**src/rtl/spec_tag_monitor.sv**
```systemverilog
module spec_tag_monitor #(
  parameter int ROB_DEPTH = 64,
  parameter int TAG_W     = 12,
  parameter int NSLOT     = 8,
  parameter int NRES      = 2,
  localparam int ID_W     = $clog2(ROB_DEPTH)
) (
  input  logic                   clk,
  input  logic                   rst_n,
  input  logic [ID_W-1:0]        rob_head,
  input  logic [ID_W-1:0]        rob_tail,
  input  logic [ID_W-1:0]        root_id,
  input  logic [TAG_W-1:0]       root_spawn,
  input  logic                   root_mispredict,
  input  logic [ROB_DEPTH-1:0]   rob_valid,
  input  logic [NSLOT-1:0]       slot_valid,
  input  logic [NSLOT*ID_W-1:0]  slot_rob_id,
  input  logic [NSLOT*TAG_W-1:0] slot_mask,
  input  logic [NRES-1:0]        res_valid,
  input  logic [NRES*ID_W-1:0]   res_rob_id,
  input  logic [NRES*TAG_W-1:0]  res_spawn,
  output logic                   viol_tag_and,
  output logic                   viol_spawn,
  output logic                   viol_tail,
  output logic                   viol_flush,
  output logic                   alarm
);

  function automatic logic is_commit(input logic [ID_W-1:0] id, input logic [ID_W-1:0] head,
                                     input logic [ID_W-1:0] root);
    logic [ID_W-1:0] d_id, d_root;
    d_id   = id - head;
    d_root = root - head;
    return d_id <= d_root;
  endfunction

  logic [TAG_W-1:0] unc_and, com_or;
  logic             res_bad, flush_bad;
  logic             seen_mp, mp_d;

  always_comb begin
    unc_and = '1;
    com_or  = '0;
    for (int k = 0; k < NSLOT; k++) begin
      if (slot_valid[k]) begin
        if (is_commit(slot_rob_id[k*ID_W +: ID_W], rob_head, root_id))
          com_or  = com_or | slot_mask[k*TAG_W +: TAG_W];
        else
          unc_and = unc_and & slot_mask[k*TAG_W +: TAG_W];
      end
    end
  end

  always_comb begin
    res_bad = 1'b0;
    for (int p = 0; p < NRES; p++)
      if (res_valid[p] && !is_commit(res_rob_id[p*ID_W +: ID_W], rob_head, root_id) &&
          ((res_spawn[p*TAG_W +: TAG_W] & com_or) != '0))
        res_bad = 1'b1;
  end

  always_comb begin
    flush_bad = 1'b0;
    for (int i = 0; i < ROB_DEPTH; i++)
      if (rob_valid[i] && !is_commit(ID_W'(i), rob_head, root_id))
        flush_bad = 1'b1;
  end

  wire tag_bad  = (unc_and & root_spawn) != root_spawn;
  wire tail_bad = is_commit(rob_tail, rob_head, root_id);

  always_ff @(posedge clk or negedge rst_n) begin
    if (!rst_n) begin
      seen_mp      <= 1'b0;
      mp_d         <= 1'b0;
      viol_tag_and <= 1'b0;
      viol_spawn   <= 1'b0;
      viol_tail    <= 1'b0;
      viol_flush   <= 1'b0;
    end else begin
      seen_mp <= seen_mp | root_mispredict;
      mp_d    <= root_mispredict;
      if (!seen_mp) begin
        viol_tag_and <= viol_tag_and | tag_bad;
        viol_spawn   <= viol_spawn | res_bad;
        viol_tail    <= viol_tail | tail_bad;
      end
      viol_flush <= viol_flush | (mp_d & flush_bad);
    end
  end

  assign alarm = viol_tag_and | viol_spawn | viol_tail | viol_flush;

endmodule

```
**config.mk**
```make
export PLATFORM = sky130hd
export DESIGN_NAME = spec_tag_monitor
export DESIGN_NICKNAME = d
export VERILOG_FILES = /design/src/rtl/spec_tag_monitor.sv
export SDC_FILE = /design/constraint.sdc
export NUM_CORES = 1
export LEC_CHECK = 0
export BUFFER_PORTS_ARGS = -buffer_cell sky130_fd_sc_hd__buf_4
export CAP_MARGIN = 15
export CORE_ASPECT_RATIO = 0.9
export CORE_MARGIN = 8
export CORE_UTILIZATION = 33
export CTS_BUF_LIST = sky130_fd_sc_hd__clkbuf_4 sky130_fd_sc_hd__clkbuf_8 sky130_fd_sc_hd__clkbuf_16
export CTS_CLUSTER_DIAMETER = 50
export DETAILED_ROUTE_END_ITERATION = 7
export PLACE_DENSITY = 0.69
export SYNTH_ARGS = -nofsm -noshare
export SYNTH_HDL_FRONTEND = slang
export SYNTH_SLANG_ARGS = --single-unit
export TNS_END_PERCENT = 30
```
**constraint.sdc**
```tcl
create_clock -name clk -period 1.29 [get_ports clk]
set_input_delay 0.258 -clock clk [delete_from_list [all_inputs] [get_ports clk]]
set_output_delay 0.258 -clock clk [all_outputs]
set_load 0.03 [all_outputs]
```
# Word level (Yosys, flattened, before mapping)
# Cells that the tools add are included.
# word_totals
regBits	6
input_bits	287
out_inout_bits	5
word_cells	418
# classes
n_addsub	76
n_lt_le_gt_ge	75
n_eq_ne	1
mux	98
bitwise	26
n_reduce_logical	136
# op_table
operator	count
$le A6 B6 Y1	75
$mux W12	32
$sub A6 B6 Y6 const A	32
$and A12 B12 Y12	10
$sub A5 B6 Y6 const A	16
$or A12 B12 Y12	7
$sub A6 B6 Y6	12
$logic_and A1 B1 Y1	68
$logic_not A1 Y1	66
$mux W1	66
$sub A4 B6 Y6 const A	8
$reduce_bool A12 Y1	2
$sub A3 B6 Y6 const A	4
$ne A12 B12 Y1	1
$sub A1 B6 Y6 const A	2
$sub A2 B6 Y6 const A	2
$or A1 B1 Y1	8
$and A1 B1 Y1	1

# Depth between registers and ports, before layout
# Gate-level depths: netlist of the first run.
# depth
depth_word	70
depth_mapped	25
depth_no_buf	20

# Worst setup path after synthesis of the first run
# OpenSTA, ideal clock, no wires.
# synth_path
kind	input to register
startpoint	input port rob_head[4]
endpoint	register viol_tag_and
setup_time_ps	129
arrival_ps	5916
required_ps	1161
setup_slack_ps	-4755
path_stages	24
path_buffers	6
cell_sequence	clkbuf_1 > clkinv_1 > buf_1 > ha_1 > and2_1 > o21ai_0 > o21ai_0 > or2_2 > clkbuf_1 > inv_1 > buf_2 > buf_1 > ha_1 > nand3_1 > o21ai_0 > maj3_1 > a21oi_2 > or3b_2 > buf_2 > o22a_1 > o221ai_1 > o31ai_1 > nand4_1 > o41a_1
# synth_via
elab_chain_cells	28
word_cells_on_any_way	43
# synth_lines
element	line	rtl
start, declared	10	input logic [ID_W-1:0] rob_head,
$sub A6 B6 Y6 (on tied branches)	32, 33	
$le A6 B6 Y1	34	return d_id <= d_root;
$mux W12	46	if (is_commit(slot_rob_id[k*ID_W +: ID_W], rob_head, root_id))
$mux W12	45	if (slot_valid[k]) begin
$and A12 B12 Y12	49	unc_and = unc_and & slot_mask[k*TAG_W +: TAG_W];
$mux W12	46	
$mux W12	45	
$and A12 B12 Y12	49	
[... 12 more ...]	--	
$mux W12	46	
$mux W12	45	
$and A12 B12 Y12	49	
$mux W12	46	
$mux W12 (*)	45	
$and A12 B12 Y12 (*)	69	wire tag_bad = (unc_and & root_spawn) != root_spawn;
$ne A12 B12 Y1 (*)	69	
$or A1 B1 Y1 (*)	84	viol_tag_and <= viol_tag_and | tag_bad;
end signal, assigned	84	
end, declared	22	output logic viol_tag_and,
# Every way passes the cells marked *; elsewhere a longest branch is shown, timed or not.
# A chain may end at the register's enable or synchronous reset.

# Worst setup path after layout of the first run
# layout_path
startpoint	input port rob_head[1]
endpoint	register viol_spawn
# layout_via
elab_chain_cells	31
word_cells_on_any_way	57
# layout_lines
element	line	rtl
$sub A6 B6 Y6 (on tied branches)	32, 33	
$le A6 B6 Y1	34	
$mux W12	46	
$mux W12	45	
$or A12 B12 Y12	47	com_or = com_or | slot_mask[k*TAG_W +: TAG_W];
$mux W12	46	
$mux W12	45	
$or A12 B12 Y12	47	
[... 15 more ...]	--	
$mux W12	46	
$mux W12	45	
$and A12 B12 Y12	58	((res_spawn[p*TAG_W +: TAG_W] & com_or) != '0))
$reduce_bool A12 Y1	58	
$logic_and A1 B1 Y1	57	if (res_valid[p] && !is_commit(res_rob_id[p*ID_W +: ID_W], rob_head, root_id) &&
$mux W1	57	
$mux W1 (*)	57	
$or A1 B1 Y1 (*)	85	viol_spawn <= viol_spawn | res_bad;
end signal, assigned	85	
end, declared	23	output logic viol_spawn,
# Marks and branches as above.

==> results of run 1 <==
==> critical path, stage by stage <==
cell and delay, ps:
buf_8 90, clkinvlp_4 150, buf_6 170, ha_4 230, a21o_1 180, a21o_1 200, a21o_1 180, a21oi_2 180
xnor2_2 100, ha_4 300, nand3_2 100, o21ai_2 150, maj3_2 220, a21oi_4 70, buf_6 120, buf_4 150
o211ai_1 240, nand4_1 110, buf_4 170, o31ai_2 260, buf_4 160, nand2_1 100, nor4_2 230, buf_4 150
o22ai_1 60
==> cell type report <==
| type | count | area share |
|---|---|---|
| Inverter | 114 | 0.0266 |
| Clock buffer | 3 | 0.00449 |
| Antenna cell | 4 | 0.000598 |
| Timing Repair Buffer | 750 | 0.356 |
| Tap cell | 366 | 0.0274 |
| Multi-Input combinational cell | 1118 | 0.576 |
| Sequential cell | 6 | 0.00897 |
==> sequential cells by signal, summed over array words and instances (netlist names) <==
name,flops
mp_d,1
seen_mp,1
viol_flush,1
viol_spawn,1
viol_tag_and,1
viol_tail,1
==> routing by layer <==
layer | GRT usage | vias to the layer above | wire (um)
li1 | - | 6303 | -
met1 | 0.368 | 6343 | 22300
met2 | 0.467 | 586 | 24100
met3 | 0.0402 | 99 | 3930
met4 | 0.0899 | 0 | 1660
met5 | 0 | - | 0
==> stage by stage <==
| step | setup slack (ps) | TNS (ps) | hold slack [ps] | total power, mW | area [um2] |
|---|---|---|---|---|---|
| after global placement | -3400 | -12330 | 86.6 | 13.6 | 15500 |
| after floorplan | -3280 | -11900 | -37.6 | 7.59 | 9840 |
| final | -2950 | -11200 | 136 | 16.7 | 16700 |
| after global routing | -3070 | -11700 | 144 | 17.8 | 16700 |
| after CTS | -2900 | -10970 | 129 | 15.4 | 16100 |
| after detailed placement | -3450 | -12570 | 86.2 | 13.8 | 15500 |
==> timing repair <==
action / CTS / global route
buffers inserted: 30 / 13
hold buffers: 1 / 0
setup endpoints to repair: 5 / 5
cloned: 0 / 1
resized for setup: 70 / 88
endpoints found under the hold margin: 6 / 0
pin swaps: 56 / 78
==> cell usage in the layout (no fill, tap or decap), types with 13 or more instances in the layout <==
cell type	synthesis	routed
maj3_1	19	15
inv_1	111	108
and3_1	22	19
o221ai_1	21	14
o22a_1	17	17
o211ai_1	27	27
nor2b_1	21	20
nand4_1	22	22
ha_4	0	15
o22ai_1	29	26
buf_4	3	706
nand3_1	49	42
nand2_1	81	79
buf_6	2	25
xor2_1	28	25
o21ai_0	69	50
o2111ai_1	17	13
xnor2_1	85	81
buf_12	0	16
a21o_1	66	66
nor2_1	42	41
ha_1	199	183
a21oi_1	104	91
a31oi_1	13	13
o21ai_1	5	16
==> cell families after synthesis <==
kind of cell    Yosys count  share of synthesized area
fa+ha+maj               234                      0.310
mux                       9                    0.00979
simple gates            280                      0.146
buf+inv                 158                     0.0659
xor+xnor                115                      0.108
flops                     6                     0.0157
compound gates          480                      0.345
==> power groups by stage <==
stage          Sequential [mW]  Combinational [mW]  Clock, mW
2_1_floorplan            0.357                7.24          0
3_3_place_gp             0.277                13.3          0
3_5_place_dp             0.276                13.5          0
4_1_cts                  0.276                14.5      0.551
5_1_grt                  0.277                17.0      0.551
6_report                 0.275                15.9      0.541
==> final timing paths <==
| path | depth (start not counted) | endpoint | start |
|---|---|---|---|
| setup / recovery | 25 | viol_spawn | rob_head[1] |
| hold / removal | 1 | mp_d | root_mispredict |
| setup reg to reg | 6 | viol_flush | viol_flush |
| hold reg to reg | 1 | seen_mp | seen_mp |
| max in group asynchronous | 2 | seen_mp | rst_n |
| min in group asynchronous | 2 | mp_d | rst_n |
==> metrics.txt, run 1 <==
outcome complete, but fails checks; failing checks negative setup slack; clock slew at reported path FFs 40 ps; post-synth top area share 0.260; detailed-placement wirelength estimate 44.0 mm; # fillers 2572; Mapped Avg Cell Area 7.48 um2; I/O Buffers 291; CTS Sinks 6; maximum root-to-sink buffer count 2; post-synth cell types 81; Critical Path RT 1380 ps; # rows 59; Die Area 0.0348 mm2; TritonCTS clock tree done; Net Count, Synth 1781; total gr overflow 0; number of global-route vias before repair 13.4k; top cells by area, synth ha_1, xnor2_1, a21oi_1; worst vdd ir 0.450 mV; Combinational Power Share 0.951; vias 13.3k; CP Launch Type input port; htree depth 1; Power Density 996 mW/mm2; Seq cells post-synth 6; first-pass GRT wire length 76.6 mm; sequential fraction of the synthesis area 0.0157; post-route ant nets 0; Worst Hold Class in2reg; final core occ 0.583; Sw Pwr 8.10 mW; Non-Filler Instances 2361; # DRC 0; crit path kind in2reg; flop2flop setup slack -410 ps; GP Congestion 1.01; clock skew 5.51 ps; initial antenna violation count 3; core area 0.0287 mm2; most common cell in the netlist ha_1; Post-synth EDFFs 0; CTS Buf Count 3; Avg Vias per Cell 5.65; Synth Instances 1282; internal power 8.57 mW; post-layout min period 4240 ps; Final Cycle Share 3.29; Slew HR 0.447; worst-skew pair later-pin latency 240 ps; FF+latch area 150 um2; Tot GR Track Use 0.280; Iteration-0 DRC Markers 1125; synth-to-layout area growth 74.5%; Top FF cell, synth dfrtp_1; largest net degree at the start of global routing 52; Switching Share 0.486; Max Cap Violations 0; Final #Nets 2492; clock network power share 0.032; die width 196 um; wirelength, routed 52.0 mm; layout cells sized above 1 0.450; placed cells 2310; Die Y 178 um; DR pass1 iterations 5; footprint of the multi-input gates 0.00964 mm2; crit end category flip-flop; clock root cell clkbuf_16; Top Ports 292; Seq pwr share 0.016; f_max 236 MHz; Post-Syn Area 0.00959 mm2; CP max FO 5; Post-synth ARST share 1.00; Final Setup Violations 5; Initial Utilization 0.334; PnR worst setup slack -2950 ps; Crit path arrival time 4340 ps; yosys warns 0; max-slew violations 0; Worst-Margin Slew 824 ps; Post-synth top cells ha_1, inv_1, a21oi_1; routed len/inst 22.0 um; Hold Fails Final Rpt 0; RSZ-0062 raised after global routing true; cell taking the most area after synthesis ha_1; leakage 8.34 nW
Power figures use the tool's default switching activity.
==> inputs of run 2 (changes only) <==
--- a/config.mk
+++ b/config.mk
@@ -7,2 +7,3 @@
 export LEC_CHECK = 0
+export ABC_AREA = 1
 export BUFFER_PORTS_ARGS = -buffer_cell sky130_fd_sc_hd__buf_4
@@ -11,3 +12,3 @@
 export CORE_MARGIN = 8
-export CORE_UTILIZATION = 33
+export CORE_UTILIZATION = 45
 export CTS_BUF_LIST = sky130_fd_sc_hd__clkbuf_4 sky130_fd_sc_hd__clkbuf_8 sky130_fd_sc_hd__clkbuf_16
@@ -15,3 +16,3 @@
 export DETAILED_ROUTE_END_ITERATION = 7
-export PLACE_DENSITY = 0.69
+export PLACE_DENSITY = 0.85
 export SYNTH_ARGS = -nofsm -noshare
--- a/constraint.sdc
+++ b/constraint.sdc
@@ -3,2 +3,2 @@
 set_output_delay 0.258 -clock clk [all_outputs]
-set_load 0.03 [all_outputs]
+set_load 0.1 [all_outputs]
==> run 2 against run 1 <==
Against the previous run: the run still ends with negative setup slack left; die area is 17% lower; clock skew shrank 5.3 ps; design area rose by 1.8%; non-clock buffer count decreased by 95; critical path depth increased by 2; power decreased by 0.57%; sequential power is 30% lower; register-to-register slack better by 950 ps; global-route usage rose by 6.1 points; combinational power hardly changed; critical endpoint unchanged; largest power group unchanged.
==> metrics.txt, run 2 <==
outcome complete, but fails checks (unchanged); failing checks negative setup slack (unchanged); f_max 270 MHz (was 236 MHz); Buf+Inv Stages, Crit Path 6 (was 8); TritonCTS clock tree done (unchanged); clock slew at reported path FFs 30 ps (was 40 ps); Final Setup Violations 5 (unchanged); Worst Hold End mp_d (unchanged); Post-Syn Area 0.0107 mm2 (was 0.00959 mm2); Iteration-0 DRC Markers 1612 (was 1125); yosys warns 0 (unchanged); leakage 9.49 nW (was 8.34 nW); Post-synth EDFFs 0 (unchanged); die width 179 um (was 196 um); Hold Fails Final Rpt 0 (unchanged); max-slew violations 0 (unchanged); Final #Nets 2954 (was 2492); Top FF cell, synth dfrtp_1 (unchanged); R2R cell count 1 (was 6); CP most frequent cell nand2_1 (was buf_4); first-pass GRT wire length 79.6 mm (was 76.6 mm); worst vdd ir 0.482 mV (was 0.450 mV); Avg Vias per Cell 5.64 (was 5.65); vias 15.5k (was 13.3k); Place WS -2870 ps (was -3450 ps); I/O Buffers 291 (unchanged); htree depth 1 (unchanged); number of global-route vias before repair 15.3k (was 13.4k); Compound-Gate Fraction of Synth Area 0.180 (was 0.345); Slew HR 0.651 (was 0.447); GP Congestion 1.08 (was 1.01); Post-synth top cells nand2_1, inv_1, ha_1 (was ha_1, inv_1, a21oi_1); most frequent cells in the layout buf_4, nand2_1, inv_1, ha_1, nand3_1 (was buf_4, ha_1, inv_1, a21oi_1, xnor2_1); synth-to-layout area growth 59.0% (was 74.5%); top cells by area, synth ha_1, nand2_1, inv_1 (was ha_1, xnor2_1, a21oi_1); layout cells sized above 1 0.331 (was 0.450); Final Cycle Share 2.87 (was 3.29); Post-synth ARST share 1.00 (unchanged); cell taking the most area after synthesis ha_1 (unchanged); most common cell in the netlist nand2_1 (was ha_1); clock root cell clkbuf_16 (unchanged); worst-skew pair later-pin latency 220 ps (was 240 ps); Top Ports 292 (unchanged); total power 16.6 mW (was 16.7 mW); CTS Buf Count 3 (unchanged); mux cell area share after synthesis 0 (was 0.00979); Crit Reg-Reg Endpoint seen_mp (was viol_flush); DR pass1 iterations 5 (unchanged); detailed-placement wirelength estimate 43.4 mm (was 44.0 mm); crit path kind in2reg (unchanged); post-synthesis adder-cell area fraction 0.258 (was 0.310); hold path startpoint root_mispredict (unchanged); Power Density 973 mW/mm2 (was 996 mW/mm2); initial antenna violation count 2 (was 3); Critical Path RT 1400 ps (was 1380 ps); Tot GR Track Use 0.341 (was 0.280); Initial Utilization 0.459 (was 0.334); Die Y 162 um (was 178 um); post-synth top area share 0.232 (was 0.260); crit end category flip-flop (unchanged); CTS Sinks 6 (unchanged); post-route ant nets 0 (unchanged); sequential fraction of the synthesis area 0.0140 (was 0.0157); clock skew 0.220 ps (was 5.51 ps); Die Area 0.0290 mm2 (was 0.0348 mm2); core area 0.0233 mm2 (was 0.0287 mm2); cell family with most CP delay simple AND/OR/NAND/NOR gates (was compound AO/OA/AOI/OAI gates); commonest non-fill, non-tap cell in the layout buf_4 (unchanged); Worst-Margin Slew 520 ps (was 824 ps); CP max FO 6 (was 5); Post-Synth Simple-Gate Area 0.345 (was 0.146); maximum root-to-sink buffer count 2 (unchanged); post-layout min period 3700 ps (was 4240 ps); Max Cap Violations 0 (unchanged); # fillers 1884 (was 2572); Synth Instances 1838 (was 1282); post-synth cell types 48 (was 81); RSZ-0062 raised after global routing true (unchanged); Seq cells post-synth 6 (unchanged); total gr overflow 0 (unchanged); # rows 53 (was 59); worst flop-to-flop path startpoint seen_mp (was viol_flush); Net Count, Synth 2337 (was 1781); wirelength, routed 53.6 mm (was 52.0 mm); largest family of logic cells by synthesized area simple AND/OR/NAND/NOR gates (was compound AO/OA/AOI/OAI gates); flop2flop setup slack 540 ps (was -410 ps); Hold Crit Depth 1 (unchanged); slowest stage delay, CP 310 ps (was 300 ps); Crit path arrival time 3820 ps (was 4340 ps); largest net degree at the start of global routing 25 (was 52); Mapped Avg Cell Area 5.83 um2 (was 7.48 um2); CP Launch Type input port (unchanged); Worst Hold Class in2reg (unchanged); PnR worst setup slack -2410 ps (was -2950 ps); # DRC 0 (unchanged); Max stage delay cell, worst path ha_1 (was ha_4); routed len/inst 19.5 um (was 22.0 um); Post-Synth XOR/XNOR Area 0.0777 (was 0.108)
-- run 2: per-stage QoR --
| step | util | hold slack (ps) | TNS [ps] | std cells | cell area [um2] |
|---|---|---|---|---|---|
| 5_1_grt | 0.729 | 158 | -9310 | 2756 | 17000 |
| 6_report | 0.730 | 157 | -8720 | 2757 | 17000 |
| 3_5_place_dp | 0.681 | 73.7 | -10150 | 2721 | 15900 |
| 4_1_cts | 0.706 | 157 | -8550 | 2741 | 16500 |
| 3_3_place_gp | 0.681 | 73.5 | -9780 | 2721 | 15900 |
| 2_1_floorplan | - | -37.6 | -9760 | 1838 | 10800 |
-- run 2: cell type report --
type,count,area (um2),share of cell area
repair buffers,655,5310,0.312
well taps,302,378,0.0222
flip-flops and latches,6,150,0.00882
diodes,2,5.00,0.000294
multi-input cells,1501,10000,0.589
clock buffers,3,75.1,0.00441
inverters,288,1090,0.0641
-- run 2: where the power goes --
part           internal [mW]  switching (mW)
registers              0.191        0.000861
logic                   7.11            8.78
clock network          0.397          0.0980
-- run 2: kinds of logic after synthesis --
group / after synthesis
and+or+nand+nor: 865
xor gates and xnor gates: 95
buffers and inverters: 334
AOI/OAI and AO/OA: 325
DFF: 6
adders and majority gates: 213
-- run 2: how the worst max path moves through the flow --
stage	from	end	slack (ps)	depth (start not counted)
2_1_floorplan	rob_head[1]	viol_tag_and	-2440	24
3_3_place_gp	rob_head[2]	viol_tag_and	-2820	27
3_5_place_dp	rob_head[0]	viol_spawn	-2870	23
4_1_cts	rob_head[2]	viol_tag_and	-2330	25
5_1_grt	rob_head[2]	viol_spawn	-2580	28
6_report	rob_head[2]	viol_spawn	-2410	27
-- run 2: repair_timing --
action                                 CTS  global route
setup buffers                           15            14
hold buffers                             1             0
setup endpoints to repair                5             5
endpoints found under the hold margin    6             0
pin swaps                               46            74
cloned                                   1             2
resized for setup                       76            85
-- run 2: per-layer routing --
layer	vias up	share of wire	GRT usage
met3	209	0.10	0.0549
met2	899	0.47	0.570
met5	-	0	0
met4	0	0.046	0.132
li1	7305	-	-
met1	7136	0.39	0.431
==> inputs of run 3 (changes only) <==
CORE_ASPECT_RATIO = 1.25   (was 0.9)
GPL_TIMING_DRIVEN = 0   (was not set)
RECOVER_POWER = 25   (was not set)
==> run 3 against run 2 <==
Against the previous run: the flow still finishes with violations (negative setup slack); final cell count decreased by 8.9%; count of clock-buffer cells in the layout unchanged; sequential share of layout area increased by 0.067 points; register-to-register slack got worse by 20 ps; power decreased by 5.6%; first-iteration DRC count decreased by 29%; utilization decreased by 5.8 points; highest routed layer is now met5; worst hold slack improved by 24 ps; critical endpoint unchanged; clock skew about the same; flip-flop and latch count unchanged.
==> metrics.txt, run 3 (synthesized netlist as in run 2, its figures left out) <==
CTS Buf Count 3 (unchanged); FF+latch area 150 um2 (unchanged); CP Launch Type input port (unchanged); Global Route met3 Usage 0.0866 (was 0.0549); most frequent cells in the layout nand2_1, buf_4, inv_1, ha_1, nand3_1 (was buf_4, nand2_1, inv_1, ha_1, nand3_1); routed len/inst 22.1 um (was 19.5 um); Sw Pwr 8.93 mW (was 8.88 mW); clock skew 0.508 ps (was 0.220 ps); wirelength, routed 55.4 mm (was 53.6 mm); Seq pwr share 0.012 (about the same); Crit path arrival time 4020 ps (was 3820 ps); htree depth 1 (unchanged); worst-skew pair later-pin latency 230 ps (was 220 ps); synth-to-layout area growth 47.8% (was 59.0%); clock root cell clkbuf_16 (unchanged); Die Area 0.0290 mm2 (about the same); Switching Share 0.571 (was 0.536); worst vdd ir 0.510 mV (was 0.482 mV); detailed-placement wirelength estimate 40.9 mm (was 43.4 mm); layout cells sized above 1 0.289 (was 0.331); Worst-Margin Slew 701 ps (was 520 ps); hold path startpoint root_mispredict (unchanged); max-slew violations 0 (unchanged); TritonCTS clock tree done (unchanged); footprint of the multi-input gates 0.0105 mm2 (was 0.0100 mm2); Power Density 988 mW/mm2 (was 973 mW/mm2); crit end category flip-flop (unchanged); vias 14.9k (was 15.5k); Initial Utilization 0.454 (was 0.459); # DRC 0 (unchanged); slowest stage delay, CP 380 ps (was 310 ps); clock slew at reported path FFs 30 ps (about the same); I/O Buffers 290 (was 291); Final #Nets 2720 (was 2954); total gr overflow 0 (unchanged); internal power 6.71 mW (was 7.70 mW); flop2flop setup slack 520 ps (was 540 ps); leakage 8.49 nW (was 9.49 nW); Combinational Power Share 0.956 (was 0.959); outcome complete, but fails checks (unchanged); # fillers 2014 (was 1884); initial antenna violation count 3 (was 2); maximum root-to-sink buffer count 2 (unchanged); RSZ-0062 raised after global routing true (unchanged); Iteration-0 DRC Markers 1142 (was 1612); CP max FO 6 (unchanged); die width 154 um (was 179 um); post-route ant nets 0 (unchanged); gr busiest metal met2 (unchanged); Tot GR Track Use 0.355 (was 0.341); clock network power share 0.032 (was 0.030); GP Congestion 1.08 (about the same); Fin Setup TNS -9550 ps (was -8720 ps); DR pass1 iterations 6 (was 5); number of global-route vias before repair 14.7k (was 15.3k); commonest non-fill, non-tap cell in the layout nand2_1 (was buf_4); crit path kind in2reg (unchanged); routing usage on met2 0.625 (was 0.570); # rows 63 (was 53); first-pass GRT wire length 81.0 mm (was 79.6 mm); core area 0.0236 mm2 (was 0.0233 mm2); Hold Fails Final Rpt 0 (unchanged); Fin Hold WS 181 ps (was 157 ps); Max Cap Violations 0 (unchanged); PnR worst setup slack -2610 ps (was -2410 ps); met1 Use GR 0.353 (was 0.431); Final Setup Violations 4 (was 5); crit path launch rob_head[3] (was rob_head[2]); Die Y 188 um (was 162 um); Worst Hold Class in2reg (unchanged); post-layout min period 3900 ps (was 3700 ps); f_max 257 MHz (was 270 MHz); Slew HR 0.532 (was 0.651); Top Ports 292 (unchanged); failing checks negative setup slack (unchanged); Final Cycle Share 3.02 (was 2.87); Max stage delay cell, worst path ha_4 (was ha_1); Critical Path RT 1410 ps (was 1400 ps); CTS Sinks 6 (unchanged); largest net degree at the start of global routing 19 (was 25); worst flop-to-flop path startpoint seen_mp (unchanged); Avg Vias per Cell 5.92 (was 5.64); CP most frequent cell nand2_1 (unchanged)
[run 3: changes by cell type in the layout (fill, tap and decap cells not counted), sizes merged]
cell	before	now
nand2	489	487
buf	654	404
inv	284	283
xor2	81	82
clkbuf	3	16
bufbuf	0	3
clkinvlp	3	5
[run 3: layout make-up]
type / count / share of cell area
clock buffers: 3 / 0.00474
multi-input cells: 1500 / 0.663
flip-flops and latches: 6 / 0.00948
repair inverters: 1 / 0.000474
repair buffers: 375 / 0.201
diodes: 2 / 0.000316
plain buffers: 46 / 0.0289
well taps: 292 / 0.0231
inverters: 288 / 0.0695
[run 3: metal layers]
metal	part of all wire	vias up	wire, um
met1	0.33	6738	18200
met5	0.00038	-	21
met4	0.10	4	5810
met3	0.10	343	5530
met2	0.47	952	25800
li1	-	6828	-
[run 3: final timing paths]
path / to / depth (start not counted)
hold reg to reg: viol_flush / 2
min in group asynchronous: viol_tail / 2
max in group asynchronous: mp_d / 2
setup reg to reg: seen_mp / 1
setup / recovery: viol_spawn / 30
hold / removal: mp_d / 1
[run 3: stage by stage]
stage | instances | cell area [um2] | util | total power, mW | setup slack (ps)
2_1_floorplan | 1838 | 10800 | - | 7.68 | -2440
3_3_place_gp | 2420 | 13400 | 0.567 | 11.0 | -4470
3_5_place_dp | 2421 | 13400 | 0.567 | 11.3 | -4500
4_1_cts | 2484 | 14800 | 0.630 | 13.6 | -2480
5_1_grt | 2512 | 15800 | 0.672 | 16.8 | -2700
6_report | 2513 | 15800 | 0.672 | 15.6 | -2610
[run 3: critical path, delay by kind of cell]
kind                       cells  cell delay [ps]
AOI/OAI and AO/OA              1              200
buffers and inverters          8              970
adders and majority gates      2              670
and+or+nand+nor               19             1890
[run 3: power by group through the flow]
| stage | Combinational, mW | Sequential, mW | Clock [mW] |
|---|---|---|---|
| floorplan | 7.49 | 0.194 | 0 |
| global placement | 10.8 | 0.194 | 0 |
| detailed placement | 11.1 | 0.194 | 0 |
| CTS | 13.0 | 0.192 | 0.504 |
| global route | 16.1 | 0.192 | 0.514 |
| finish | 15.0 | 0.192 | 0.504 |
[run 3: timing repair]
action / CTS / global route
hold buffers: 1 / 0
gates cloned: 13 / 3
pin swaps: 73 / 106
endpoints found under the setup margin: 4 / 5
setup buffers: 46 / 24
gates resized for setup: 174 / 159
hold endpoints to repair: 6 / 0
